[src/rtl/pcimon_pkg.sv]
package pcimon_pkg;

    typedef enum logic [1:0] {
        PH_IDLE = 2'd0,
        PH_ADDR = 2'd1,
        PH_DATA = 2'd2,
        PH_TURN = 2'd3
    } phase_e;

    typedef enum logic [2:0] {
        CMD_INTACK  = 3'd0,
        CMD_SPECIAL = 3'd1,
        CMD_IORD    = 3'd2,
        CMD_IOWR    = 3'd3,
        CMD_MEMRD   = 3'd4,
        CMD_MEMWR   = 3'd5,
        CMD_RSVD    = 3'd6,
        CMD_NONE    = 3'd7
    } cmd_e;

    // control lines, 1 = asserted (inverted from bus level)
    typedef struct packed {
        logic frame;
        logic irdy;
        logic trdy;
        logic stop;
        logic devsel;
    } ctl_s;

    localparam int ERR_W     = 4;
    localparam int ERR_INIT  = 0;
    localparam int ERR_TGT   = 1;
    localparam int ERR_FRAME = 2;
    localparam int ERR_RSVD  = 3;

endpackage

[src/rtl/pcimon_cmd_decode.sv]
module pcimon_cmd_decode
    import pcimon_pkg::*;
(
    input  logic [3:0] nib,
    output cmd_e       cmd,
    output logic       rsvd
);

    always_comb begin
        rsvd = 1'b0;
        case (nib)
            4'b0000: cmd = CMD_INTACK;
            4'b0001: cmd = CMD_SPECIAL;
            4'b0010: cmd = CMD_IORD;
            4'b0011: cmd = CMD_IOWR;
            4'b0110: cmd = CMD_MEMRD;
            4'b0111: cmd = CMD_MEMWR;
            4'b0100, 4'b0101, 4'b1000, 4'b1001: begin
                cmd  = CMD_RSVD;
                rsvd = 1'b1;
            end
            default: cmd = CMD_NONE;
        endcase
    end

endmodule

[src/rtl/pcimon_phase_track.sv]
module pcimon_phase_track
    import pcimon_pkg::*;
(
    input  logic   clk,
    input  logic   rst_n,
    input  ctl_s   cur,
    output phase_e ph_d,
    output phase_e ph_q,
    output ctl_s   prv_q,
    output logic   prv_end,
    output logic   fb2b_d
);

    typedef struct packed {
        phase_e ph;
        ctl_s   smp;
    } trk_s;

    trk_s st_d, st_q;
    logic prv_over;

    always_comb begin
        // previous sample closed its data phase
        prv_end  = st_q.smp.irdy & (st_q.smp.trdy | st_q.smp.stop);
        // previous sample ended the transaction (final transfer or abandon)
        prv_over = ~st_q.smp.frame & (prv_end | ~st_q.smp.irdy);
        fb2b_d   = 1'b0;
        st_d.smp = cur;
        case (st_q.ph)
            PH_ADDR: st_d.ph = PH_DATA;
            PH_DATA: begin
                if (prv_over) begin
                    st_d.ph = cur.frame ? PH_ADDR : PH_TURN;
                    fb2b_d  = cur.frame & prv_end;
                end else begin
                    st_d.ph = PH_DATA;
                end
            end
            default: st_d.ph = cur.frame ? PH_ADDR : PH_IDLE;
        endcase
        ph_d = st_d.ph;
    end

    always_ff @(posedge clk or negedge rst_n) begin
        if (!rst_n) begin
            st_q.ph  <= PH_IDLE;
            st_q.smp <= '0;
        end else begin
            st_q <= st_d;
        end
    end

    assign ph_q  = st_q.ph;
    assign prv_q = st_q.smp;


    addr_then_data_chk: assert property (@(posedge clk) disable iff (!rst_n)
        st_q.ph == PH_ADDR |=> st_q.ph == PH_DATA);


    turn_after_data_chk: assert property (@(posedge clk) disable iff (!rst_n)
        st_q.ph == PH_TURN |-> $past(st_q.ph) == PH_DATA);

endmodule

[src/rtl/pcimon_commit_chk.sv]
module pcimon_commit_chk
    import pcimon_pkg::*;
(
    input  ctl_s   cur,
    input  ctl_s   prv,
    input  phase_e ph_q,
    input  phase_e ph_d,
    input  logic   prv_end,
    output logic   v_init,
    output logic   v_tgt,
    output logic   v_frame
);

    logic cont;
    logic tgt_held;

    always_comb begin
        // same data phase still open across both samples
        cont     = (ph_q == PH_DATA) & (ph_d == PH_DATA) & ~prv_end;
        tgt_held = prv.trdy | prv.stop;
        v_init   = cont & prv.irdy &
                   ((cur.irdy != prv.irdy) | (cur.frame != prv.frame));
        v_tgt    = cont & tgt_held &
                   ((cur.devsel != prv.devsel) | (cur.trdy != prv.trdy) |
                    (cur.stop != prv.stop));
        v_frame  = (ph_d == PH_DATA) & ~cur.frame & ~cur.irdy;
    end

endmodule

[src/rtl/pci_handshake_monitor.sv]
module pci_handshake_monitor
    import pcimon_pkg::*;
#(
    parameter int CNT_W = 16
) (
    input  logic             clk,
    input  logic             rst_n,
    input  logic             clr_err,
    input  logic             frame_n,
    input  logic             irdy_n,
    input  logic             trdy_n,
    input  logic             stop_n,
    input  logic             devsel_n,
    input  logic [3:0]       cbe_n,
    output logic [1:0]       phase,
    output logic [2:0]       cmd,
    output logic [CNT_W-1:0] xfer_cnt,
    output logic             fb2b,
    output logic             err_init_commit,
    output logic             err_tgt_commit,
    output logic             err_frame_early,
    output logic             err_rsvd_cmd
);

    localparam logic [CNT_W-1:0] CNT_ONE = CNT_W'(1);

    typedef struct packed {
        cmd_e             cmd;
        logic [CNT_W-1:0] cnt;
        logic [ERR_W-1:0] err;
        logic             fb2b;
    } mon_s;

    ctl_s   cur;
    ctl_s   prv_q;
    phase_e ph_d, ph_q;
    logic   prv_end, fb2b_d;
    logic   v_init, v_tgt, v_frame;
    cmd_e   dec_cmd;
    logic   dec_rsvd;
    mon_s   m_d, m_q;
    logic [ERR_W-1:0] err_new;

    assign cur = '{frame: ~frame_n, irdy: ~irdy_n, trdy: ~trdy_n,
                   stop: ~stop_n, devsel: ~devsel_n};

    pcimon_phase_track u_track (
        .clk     (clk),
        .rst_n   (rst_n),
        .cur     (cur),
        .ph_d    (ph_d),
        .ph_q    (ph_q),
        .prv_q   (prv_q),
        .prv_end (prv_end),
        .fb2b_d  (fb2b_d)
    );

    pcimon_commit_chk u_commit (
        .cur     (cur),
        .prv     (prv_q),
        .ph_q    (ph_q),
        .ph_d    (ph_d),
        .prv_end (prv_end),
        .v_init  (v_init),
        .v_tgt   (v_tgt),
        .v_frame (v_frame)
    );

    pcimon_cmd_decode u_dec (
        .nib  (cbe_n),
        .cmd  (dec_cmd),
        .rsvd (dec_rsvd)
    );

    always_comb begin
        err_new            = '0;
        err_new[ERR_INIT]  = v_init;
        err_new[ERR_TGT]   = v_tgt;
        err_new[ERR_FRAME] = v_frame;
        err_new[ERR_RSVD]  = (ph_d == PH_ADDR) & dec_rsvd;

        m_d      = m_q;
        m_d.fb2b = fb2b_d;
        m_d.err  = (clr_err ? '0 : m_q.err) | err_new;
        if (ph_d == PH_ADDR) begin
            m_d.cmd = dec_cmd;
            m_d.cnt = '0;
        end else if (ph_d == PH_DATA && cur.irdy && cur.trdy) begin
            m_d.cnt = m_q.cnt + CNT_ONE;
        end
    end

    always_ff @(posedge clk or negedge rst_n) begin
        if (!rst_n) begin
            m_q.cmd  <= CMD_NONE;
            m_q.cnt  <= '0;
            m_q.err  <= '0;
            m_q.fb2b <= 1'b0;
        end else begin
            m_q <= m_d;
        end
    end

    assign phase           = ph_q;
    assign cmd             = m_q.cmd;
    assign xfer_cnt        = m_q.cnt;
    assign fb2b            = m_q.fb2b;
    assign err_init_commit = m_q.err[ERR_INIT];
    assign err_tgt_commit  = m_q.err[ERR_TGT];
    assign err_frame_early = m_q.err[ERR_FRAME];
    assign err_rsvd_cmd    = m_q.err[ERR_RSVD];


    cnt_clear_chk: assert property (@(posedge clk) disable iff (!rst_n)
        ph_q == PH_ADDR |-> m_q.cnt == '0);


    cnt_step_chk: assert property (@(posedge clk) disable iff (!rst_n)
        ph_q == PH_DATA |-> (m_q.cnt == $past(m_q.cnt) ||
                             m_q.cnt == $past(m_q.cnt) + CNT_ONE));


    cnt_idle_chk: assert property (@(posedge clk) disable iff (!rst_n)
        (ph_q == PH_IDLE || ph_q == PH_TURN) |-> $stable(m_q.cnt));


    fb2b_addr_chk: assert property (@(posedge clk) disable iff (!rst_n)
        m_q.fb2b |-> ph_q == PH_ADDR);


    sticky_chk: assert property (@(posedge clk) disable iff (!rst_n)
        !clr_err |=> ((m_q.err & $past(m_q.err)) == $past(m_q.err)));

endmodule

[config.mk]
export PLATFORM = sky130hd
export DESIGN_NAME = pci_handshake_monitor
export DESIGN_NICKNAME = d
export VERILOG_FILES = /design/src/rtl/pcimon_pkg.sv /design/src/rtl/pcimon_cmd_decode.sv /design/src/rtl/pcimon_phase_track.sv /design/src/rtl/pcimon_commit_chk.sv /design/src/rtl/pci_handshake_monitor.sv
export SDC_FILE = /design/constraint.sdc
export NUM_CORES = 1
export LEC_CHECK = 0
export BUFFER_PORTS_ARGS = -buffer_cell sky130_fd_sc_hd__buf_2
export CORE_MARGIN = 5
export CORE_UTILIZATION = 50
export DETAILED_ROUTE_END_ITERATION = 8
export PLACE_DENSITY = 0.75
export SETUP_SLACK_MARGIN = 0.2
export SLEW_MARGIN = 10
export SYNTH_ARGS = -nofsm -noshare
export SYNTH_HDL_FRONTEND = slang
export SYNTH_HIERARCHICAL = 1
export SYNTH_SLANG_ARGS = --single-unit
[constraint.sdc]
create_clock -name clk -period 7.31 [get_ports clk]
set_input_delay 1.462 -clock clk [delete_from_list [all_inputs] [get_ports clk]]
set_output_delay 1.462 -clock clk [all_outputs]
set_load 0.02 [all_outputs]
== After elaboration in Yosys (flattened, before gate mapping) ==
Index checks and enable logic that the tools add are counted.

* Bits in writable memories: 0
* ROM bits: 0
* Word-level logic and storage cells: 71
* Register bits: 31
* Memories kept: 0
* Latch bits: 0
* Output and inout port bits: 26
* Bits of input ports: 12

* Equal/unequal tests: 18
* Bitwise gates (word level): 26
* Shift operators: 0
* $lt $le $gt $ge: 0
* Add/subtract/negate cells: 1
* Reductions and logical operators: 5
* Muxes and demuxes: 11
* Divide/modulo/power cells: 0
* Multiply operators: 0

{| class="wikitable"
|+ Operator list
! kind !! count
|-
| 16-bit two-way mux || 2
|-
| 3-bit case mux with 7 select lines || 1
|-
| 16-bit by 1-bit adder with 16-bit output, second input constant || 1
|-
| 4-bit by 3-bit == test with 1-bit output, second input constant || 4
|-
| 1-bit bitwise AND || 12
|-
| 4-bit by 2-bit == test with 1-bit output, second input constant || 2
|-
| 4-bit == test, second input constant || 2
|-
| 1-bit inverter || 8
|-
| 1-bit inequality test || 5
|-
| 1-bit OR || 5
|-
| 2-bit by 1-bit == test with 1-bit output, second input constant || 2
|-
| 2-bit == test, second input constant || 2
|-
| 4-bit by 1-bit == test with 1-bit output, second input constant || 1
|-
| 4-bit logical NOT || 1
|-
| 1-bit two-way mux || 4
|-
| 2-bit two-way mux || 2
|-
| 4-bit two-way mux || 1
|-
| 4-bit OR || 1
|-
| 2-bit case mux with 2 select lines || 1
|-
| 4-bit OR reduction || 1
|-
| 1-bit logical AND || 2
|-
| 2-bit nonzero test || 1
|}

== Depth between registers and ports, before layout ==
Gate-level depths: netlist of run 1.

* Depth after elaboration: 12
* Gate-level depth with buffers: 11
* Mapped depth without buffers: 8

== Modules after synthesis ==
The synthesis of run 1 kept the hierarchy.

{| class="wikitable"
|+ By module, submodules not included
! module !! sequential area each (sq um) !! cells each !! times used !! area each (sq um)
|-
| pci_handshake_monitor || 604.3 || 122 || 1 || 1174.9
|-
| pcimon_phase_track || 175.2 || 19 || 1 || 270.3
|-
| pcimon_commit_chk || 0.0 || 14 || 1 || 112.6
|-
| pcimon_cmd_decode || 0.0 || 9 || 1 || 53.8
|}

== Worst setup path after synthesis of run 1 ==
No wires, ideal clock.

* Path kind: in2reg
* From: input port frame_n
* To: register m_q, in the netlist xfer_cnt[12]
* Setup slack: 3.318 ns
* Stages: 10
* Library setup time: 0.078 ns
* Required time: 7.232 ns
* Arrival time: 3.914 ns
* Cell sequence: inv_1 -> nor3b_1 -> a211oi_1 -> buf_4 -> or3b_1 -> buf_2 -> or4_4 -> buf_6 -> or3_1 -> a21oi_1

* Cells in the longest elaborated chain, start to end: 7

{| class="wikitable"
|+ Ends and longest elaborated chain
! element !! RTL line !! RTL
|-
| from (decl) || pci_handshake_monitor.sv:9 || <nowiki>input logic frame_n,</nowiki>
|-
| 2-bit two-way mux * || pcimon_phase_track.sv:33 || <nowiki>st_d.ph = cur.frame ? PH_ADDR : PH_TURN;</nowiki>
|-
| 2-bit two-way mux * || pcimon_phase_track.sv:32 || <nowiki>if (prv_over) begin</nowiki>
|-
| 2-bit case mux with 2 select lines * || pcimon_phase_track.sv:29 || <nowiki>case (st_q.ph)</nowiki>
|-
| named net ph_d[1] || pci_handshake_monitor.sv:36 || <nowiki>phase_e ph_d, ph_q;</nowiki>
|-
| 2-bit == test || pci_handshake_monitor.sv:88 || <nowiki>end else if (ph_d == PH_DATA && cur.irdy && cur.trdy) begin</nowiki>
|-
| 1-bit logical AND (2 in a row) || pci_handshake_monitor.sv:88 ||
|-
| 2-bit nonzero test (no line) || - ||
|-
| to (signal assigned) || pci_handshake_monitor.sv:100 || <nowiki>m_q <= m_d;</nowiki>
|-
| to (decl) || pci_handshake_monitor.sv:41 || <nowiki>mon_s m_d, m_q;</nowiki>
|}

The timed path passes the listed nets; every way through them passes the cells marked *.
A chain may end at the register's enable or synchronous reset.

== Worst setup path after layout of run 1 ==
Ends and elaborated chain as after synthesis.

==> results of run 1 <==
==> per-layer routing <==
layer / wire, microns / vias up / global-route usage, %
met1: 1440 / 612 / 21.5
met3: 176 / 7 / 4.05
li1: - / 654 / -
met4: 56 / 0 / 9.14
met2: 1600 / 31 / 29.2
met5: 0 / - / 0
==> worst max-delay path: stages <==
cell and delay [ns]:
buf_2 0.07, inv_1 0.09, nor3b_1 0.16, a211oi_1 0.24, buf_4 0.22, or3b_1 0.49, or4_4 0.57, or3_1 0.36
a21oi_1 0.14
==> stage by stage <==
| step | cell area (sq um) | hold slack, ns | worst slack [ns] | std cells |
|---|---|---|---|---|
| after floorplan | 1610 | 0.492 | 3.32 | 164 |
| after global placement | 1820 | 0.445 | 3.50 | 240 |
| after detailed placement | 1820 | 0.448 | 3.42 | 240 |
| after CTS | 1890 | 0.464 | 3.79 | 248 |
| after global routing | 1890 | 0.472 | 3.66 | 248 |
| final | 1890 | 0.462 | 3.78 | 248 |
==> cell families after synthesis <==
| family | synth area share, % |
|---|---|
| AND/OR/NAND/NOR | 24.3 |
| multiplexers | 1.94 |
| AO/OA/AOI/OAI | 13.8 |
| buffers and inverters | 5.43 |
| flip-flops | 48.4 |
| XOR/XNOR | 3.80 |
| adder cells (fa/ha/maj) | 2.33 |
==> flip-flops by register name (all words and copies together), names as in the netlist <==
name,cells
cmd,3
err_frame_early,1
err_init_commit,1
err_rsvd_cmd,1
err_tgt_commit,1
fb2b,1
u_track/ph_q,2
u_track/prv_q,5
xfer_cnt,16
==> cell usage in the layout (no fill, tap or decap), types with 4 or more instances in the layout <==
| cell type | synthesis | routed |
|---|---|---|
| o21ai_0 | 4 | 4 |
| nor2_1 | 10 | 10 |
| a31oi_1 | 4 | 4 |
| dfrtp_1 | 28 | 28 |
| nor2b_1 | 4 | 4 |
| a21o_1 | 4 | 4 |
| nor3_1 | 4 | 4 |
| clkbuf_4 | 0 | 5 |
| inv_1 | 14 | 14 |
| xnor2_1 | 6 | 6 |
| buf_2 | 1 | 37 |
| nand3_1 | 5 | 5 |
| nand2_1 | 24 | 24 |
==> power by group through the flow <==
stage | sequential (uW) | clock (uW) | combinational, uW
CTS | 217 | 118 | 178
detailed placement | 220 | 0 | 177
floorplan | 242 | 0 | 107
finish | 216 | 114 | 176
global route | 220 | 128 | 197
global placement | 218 | 0 | 172
==> layout make-up <==
class                      instances  area (sq um)
fill                             280          1180
sequential                        31           779
multi-input combinational        113           744
timing repair buffer              38           193
clock buffer                       8          68.8
tap                               44          55.1
inverter                          14          52.6
==> worst max path at each step <==
stage          slack [ns]           end  depth (start not counted)     from
2_1_floorplan        3.32  xfer_cnt[12]                         10  frame_n
3_3_place_gp         3.50  xfer_cnt[12]                          9  frame_n
3_5_place_dp         3.42  xfer_cnt[12]                          9  frame_n
4_1_cts              3.79  xfer_cnt[12]                          9  frame_n
5_1_grt              3.66  xfer_cnt[12]                          9  frame_n
6_report             3.78  xfer_cnt[12]                          9  frame_n
==> run metrics, run 1 <==
unrepaired setup endpoints after global routing=no; Post-Syn Instances=164; post-route minimum period=3.53 ns; Post-CTS Hold Buffers=0; RePlAce Congestion=0.837; Int Pwr=318 uW; largest net degree at the start of global routing=32; CTS Buffer Depth=2; vias in the first global route=1,329; Pins Over Slew Limit=0; dominant cell type by area after synthesis=dfrtp_1; CTS tree=yes; sw frac=37.1%; Synth Flop Type=dfrtp_1; H-tree levels=2; Distinct cells, synth=49; Peak Freq=283 MHz; GRT overflow=0; DR DRC count=0; part of the Yosys area used for sequential elements=48.4%; core area=3080 sq um; EDFF count, synth=0; number of diodes=0; logic gate share of total power=34.7%; Min-Delay Path Depth=2; Post-synth ARST share=100%; relative slew slack=40.7%; CTS Root Cell=clkbuf_4; reg2reg start=u_track/prv_q[1]; setup tns final=0 ns; synth-to-layout area growth=17.5%; Crit. End Element=register; Synth top cells by count=28 x dfrtp_1, 24 x nand2_1, 14 x inv_1; DP HPWL=2440 microns; Die W=66.8 microns; hold endpoint=cmd[2]; Leakage=0.000989 uW; Max Cap Viol=0; clock net sink count=31; Psw=187 uW; CTS Buf Count=5; HP Start=cmd[2]; Layout Skew=0.00648 ns; first-pass GRT wire length=5870 microns; starting density of the core=52.4%; worst reg-to-reg setup slack=4.40 ns; Tot GR Track Use=17.7%; die area=4460 sq um; Crit Path Class=in -> reg; # rows=20; fin crit share=48.3%; Synth Area per Inst=9.83 sq um; chip height=66.8 microns; count leader, synth=dfrtp_1; via count=1,304; synth top area cells=dfrtp_1 43%, nand2_1 5.6%, dfstp_2 4.9%; Tightest Pin Transition=0.888 ns; worst hold path type=reg -> reg; startpoint types=input port; final setup fails=0; initial antenna violation count=0; Detailed Route Iter0 Violations=97; # IOs=38; flops & latches, synth=31; Via density=5.26; Peak supply drop=0.231 mV; Final Util=61.5%; clk slew on worst S/H paths=0.09 ns; worst r2r path cells=7; syn nets=179; Worst EP arrival=3.80 ns; Worst Path Required=7.58 ns; Clock Latency Late Sink=0.34 ns; Layout Nets=218; Setup Fix Bufs, Post-CTS=0; final WL=3270 microns; Post-DRT Antenna Nets=0; 1st-pass router iterations=4; CTS-repair resized insts=0; Power Dens Cells=267 nW/um^2; DR WL/cell=13.2 microns; IO buf count=37; crit path max fanout=11; reg-to-reg endpoint=xfer_cnt[12]; power after layout=506 uW; final hold vios=0; sequential power share=42.8%; power share of the clock group=22.5%; Mapped Area=1610 sq um; layout cells sized above 1=27.5%; yosys synthesis warning count=6; status=finished, final reports clean; share of the synthesized area in the top cell type=43.5%
Power figures use the tool's default switching activity.
==> run 2, diff against run 1 <==
clock period = 3.6 ns   (was 7.31 ns; I/O delays follow)
==> run metrics, run 2 (same netlist as run 1, synthesis figures left out) <==
sw frac=38.0% (was 37.1%); logic gate share of total power=37.4% (was 34.7%); # IOs=38 (unchanged); die area=4460 sq um (unchanged); via count=1,333 (was 1,304); most common cell after layout, fill and taps aside=buf_2 (unchanged); final WL=3360 microns (was 3270 microns); core area=3080 sq um (unchanged); synth-to-layout area growth=16.7% (was 17.5%); Layout fillers=268 (was 280); Crit Path Class=reg -> reg (was in -> reg); CTS Buf Count=5 (unchanged); Max Cap Viol=0 (unchanged); Layout Nets=219 (was 218); Die W=66.8 microns (unchanged); fin crit share=76.9%; Tightest Pin Transition=0.665 ns (was 0.888 ns); most frequent cells in the layout=37 x buf_2, 28 x dfrtp_1, 24 x nand2_1 (unchanged); DR WL/cell=13.5 microns (was 13.2 microns); number of diodes=0 (unchanged); RePlAce Congestion=0.864 (was 0.837); crit path max fanout=9 (was 11); IO buf count=37 (unchanged); 1st-pass router iterations=4 (unchanged); Pins Over Slew Limit=0 (unchanged); DR DRC count=0 (unchanged); vias in the first global route=1,323 (was 1,329); final hold vios=0 (unchanged); hold slack=0.421 ns (was 0.462 ns); Peak Freq=361 MHz; Peak supply drop=0.407 mV (was 0.231 mV); sequential power share=44.1% (was 42.8%); final setup fails=0 (unchanged); CTS-repair resized insts=0 (unchanged); worst hold path type=in -> async (was reg -> reg); power share of the clock group=18.6% (was 22.5%); Tot GR Track Use=17.9% (was 17.7%); Layout Skew=0.0101 ns (was 0.00648 ns); Setup Fix Bufs, Post-CTS=0 (unchanged); Post-CTS Hold Buffers=0 (unchanged); # rows=20 (unchanged); status=finished, final reports clean (unchanged); Post-DRT Antenna Nets=0 (unchanged); Psw=379 uW (was 187 uW); startpoint types=register (was input port); Leakage=0.000982 uW (was 0.000989 uW); Detailed Route Iter0 Violations=76 (was 97); Crit. End Element=register (unchanged); Power Dens Cells=530 nW/um^2 (was 267 nW/um^2); CTS Buffer Depth=2 (unchanged); DP HPWL=2470 microns (was 2440 microns); Int Pwr=618 uW (was 318 uW); post-route minimum period=2.77 ns; layout cells sized above 1=26.8% (was 27.5%); Worst Path Required=3.85 ns (was 7.58 ns); clock net sink count=31 (unchanged); max FFs per register=16 (unchanged); CTS Root Cell=clkbuf_4 (unchanged); starting density of the core=52.4% (unchanged); setup tns final=0 ns (unchanged); relative slew slack=55.7% (was 40.7%); clk slew on worst S/H paths=0.09 ns (about the same); H-tree levels=2 (unchanged); Via density=5.35 (was 5.26); initial antenna violation count=0 (unchanged); largest net degree at the start of global routing=32 (unchanged); area of the multi-input gates=744 sq um (unchanged); Worst EP arrival=3.02 ns (was 3.80 ns); register area=779 sq um (unchanged); first-pass GRT wire length=5950 microns (was 5870 microns); Clock Latency Late Sink=0.33 ns (was 0.34 ns); chip height=66.8 microns (unchanged); CTS tree=yes (unchanged); GRT overflow=0 (unchanged); unrepaired setup endpoints after global routing=no (unchanged)
run 2: critical path: stages, from the launching register on:
cell and delay [ns]:
dfrtp_1 0.41, or3b_1 0.43, a211oi_1 0.26, or3b_1 0.51
or4_4 0.57, or3_1 0.36, a21oi_1 0.15
run 2: path summary, 6_finish.rpt:
kind                                   from              end  slack [ns]  cells after the start
max in group asynchronous             rst_n   err_tgt_commit        2.74                      1
setup reg to reg           u_track/prv_q[1]     xfer_cnt[12]        0.83                      6
min in group clk                     cmd[1]           cmd[1]        0.46                      2
setup / recovery           u_track/prv_q[1]     xfer_cnt[12]        0.83                      6
hold / removal                        rst_n  err_init_commit        0.42                      1
hold reg to reg                      cmd[1]           cmd[1]        0.46                      2
run 2: layer usage:
metal / up-vias / track usage, % / part of all wire (%)
met5: - / 0 / 0
met4: 0 / 8.38 / 1.8
met3: 5 / 6.24 / 5.3
met2: 33 / 30.6 / 50
met1: 640 / 19.7 / 43
li1: 655 / - / -
run 2: area by class of cell:
class / instances / share of cell area (%)
timing repair buffer: 39 / 10.6
inverter: 14 / 2.79
clock buffer: 8 / 2.59
sequential: 31 / 41.5
multi-input combinational: 113 / 39.6
tap: 44 / 2.93
run 2: stage by stage:
stage	worst slack, ns	instance area [sq um]	total power (uW)	std cells	utilization, %
global route	0.710	1880	1080	249	61.1
detailed placement	0.609	1830	817	241	59.5
floorplan	0.350	1610	708	164	-
global placement	0.682	1830	803	241	59.5
finish	0.832	1880	997	249	61.1
CTS	0.842	1880	1010	249	61.1
run 2: power by group through the flow:
stage / logic (uW) / registers (uW) / clock network, uW
2_1_floorplan: 217 / 491 / 0
3_3_place_gp: 361 / 442 / 0
3_5_place_dp: 372 / 444 / 0
4_1_cts: 376 / 439 / 194
5_1_grt: 415 / 446 / 215
6_report: 372 / 439 / 185
==> run 3, diff against run 2 <==
clock period = 2.7 ns   (was 3.6 ns; I/O delays follow)
==> run metrics, run 3 (same netlist as run 1, synthesis figures left out) <==
relative slew slack=55.2% (was 55.7%); layout cells sized above 1=35.7% (was 26.8%); GRT overflow=0 (unchanged); CP dominant cell by count=or3b_4 (was or3b_1); Die W=66.8 microns (unchanged); Crit Path Class=reg -> reg (unchanged); Layout fillers=264 (was 268); Tot GR Track Use=18.2% (was 17.9%); reg-to-reg endpoint=xfer_cnt[12] (unchanged); DR DRC count=0 (unchanged); unrepaired setup endpoints after global routing=yes (was no); largest net degree at the start of global routing=32 (unchanged); clock net sink count=31 (unchanged); initial antenna violation count=0 (unchanged); status=finished, final reports clean (unchanged); chip height=66.8 microns (unchanged); first-pass GRT wire length=6040 microns (was 5950 microns); Worst EP arrival=2.75 ns (was 3.02 ns); Crit. End Element=register (unchanged); 1st-pass router iterations=4 (unchanged); most common cell after layout, fill and taps aside=buf_2 (unchanged); post-route minimum period=2.49 ns (was 2.77 ns); Via density=5.27 (was 5.35); CTS Buffer Depth=2 (unchanged); CP top delay family=simple AND/OR/NAND/NOR gates (unchanged); Post-DRT Antenna Nets=0 (unchanged); worst r2r path cells=6 (unchanged); final WL=3530 microns (was 3360 microns); synth-to-layout area growth=25.0% (was 16.7%); worst hold path type=in -> async (unchanged); final hold vios=0 (unchanged); hold slack=0.235 ns (was 0.421 ns); H-tree levels=2 (unchanged); CP startpoint=u_track/prv_q[1] (unchanged); via count=1,355 (was 1,333); final setup fails=0 (unchanged); vias in the first global route=1,321 (was 1,323); CTS Root Cell=clkbuf_4 (unchanged); startpoint types=register (unchanged); Max Cap Viol=0 (unchanged); DR WL/cell=13.7 microns (was 13.5 microns); Worst path slowest cell=or4_4 (unchanged); critical path depth=6 (unchanged); Tightest Pin Transition=0.671 ns (was 0.665 ns); Layout Nets=227 (was 219); most frequent cells in the layout=37 x buf_2, 26 x dfrtp_1, 24 x nand2_1 (was 37 x buf_2, 28 x dfrtp_1, 24 x nand2_1); reg2reg start=u_track/prv_q[1] (unchanged); Clock Latency Late Sink=0.33 ns (about the same); critical path's largest stage delay=0.54 ns (was 0.57 ns); fin crit share=92.2% (was 76.9%); starting density of the core=52.4% (unchanged); # rows=20 (unchanged); die area=4460 sq um (unchanged); Leakage=0.00104 uW (was 0.000982 uW); Power Dens Cells=729 nW/um^2 (was 530 nW/um^2); Peak supply drop=0.570 mV (was 0.407 mV); max FFs per register=16 (unchanged); worst reg-to-reg setup slack=0.21 ns (was 0.83 ns); Detailed Route Iter0 Violations=99 (was 76); # IOs=38 (unchanged); number of diodes=0 (unchanged); Post-CTS Hold Buffers=0 (unchanged); CP endpoint=xfer_cnt[12] (unchanged); Worst Path Buf+Inv=0 (unchanged); Peak Freq=402 MHz (was 361 MHz); core area=3080 sq um (unchanged); clk slew on worst S/H paths=0.10 ns (was 0.09 ns); Pins Over Slew Limit=0 (unchanged); crit path max fanout=4 (was 9); post-route non-filler standard cell count=257 (was 249); CTS Buf Count=5 (unchanged); Worst Path Required=2.96 ns (was 3.85 ns); CTS tree=yes (unchanged); CP cell instances=or3b_4 > a211oi_4 > or3b_4 > or4_4 > or3_1 > a21oi_1 (was or3b_1 > a211oi_1 > or3b_1 > or4_4 > or3_1 > a21oi_1); Layout Skew=0.00703 ns (was 0.0101 ns); IO buf count=37 (unchanged); RePlAce Congestion=0.862 (was 0.864); Final Util=65.4% (was 61.1%); DP HPWL=2580 microns (was 2470 microns); placed cell count=244 (was 241)
[run 3: routing by layer]
metal  vias up  GRT usage, %  wire length [microns]
li1        667             -                      -
met1       647          22.3                   1500
met2        36          30.2                   1790
met3         5          4.22                    198
met4         0          8.38                     43
met5         -             0                      0
[run 3: worst min-delay path by stage]
stage,start,endpoint,slack (ns),depth (start not counted)
finish,rst_n,xfer_cnt[15],0.23,1
global route,rst_n,xfer_cnt[15],0.28,1
CTS,rst_n,xfer_cnt[15],0.26,1
detailed placement,cmd[0],cmd[0],0.45,2
global placement,cmd[1],cmd[1],0.44,2
floorplan,rst_n,err_frame_early,0.24,0
[run 3: power by group]
part           total, uW  leakage [uW]  switching [uW]  internal [uW]
clock network        309     0.0000386             156            153
logic                570      0.000592             347            223
registers            589      0.000406            49.7            540
total               1470       0.00104             552            916
[run 3: repair_timing]
action                                  CTS  global route
endpoints found under the setup margin    1             4
setup buffers                             1             4
pin swaps                                 0             1
resized for setup                         0             3
endpoints found under the hold margin     0             0
[run 3: cell type report]
| type | instances | area (sq um) | share of cell area (%) |
|---|---|---|---|
| inverters | 14 | 52.6 | 2.61 |
| flip-flops and latches | 31 | 782 | 38.8 |
| multi-input cells | 113 | 796 | 39.5 |
| well taps | 44 | 55.1 | 2.73 |
| repair buffers | 47 | 260 | 12.9 |
| clock buffers | 8 | 68.8 | 3.42 |
[run 3: through the flow]
step	instance area [sq um]	power, uW	setup WS (ns)	setup TNS (ns)
after floorplan	1670	1010	-0.139	-0.164
final	2010	1470	0.210	0
after global placement	1900	1150	0.243	0
after CTS	1970	1480	0.229	0
after detailed placement	1900	1160	0.202	0
after global routing	2010	1580	0.104	0
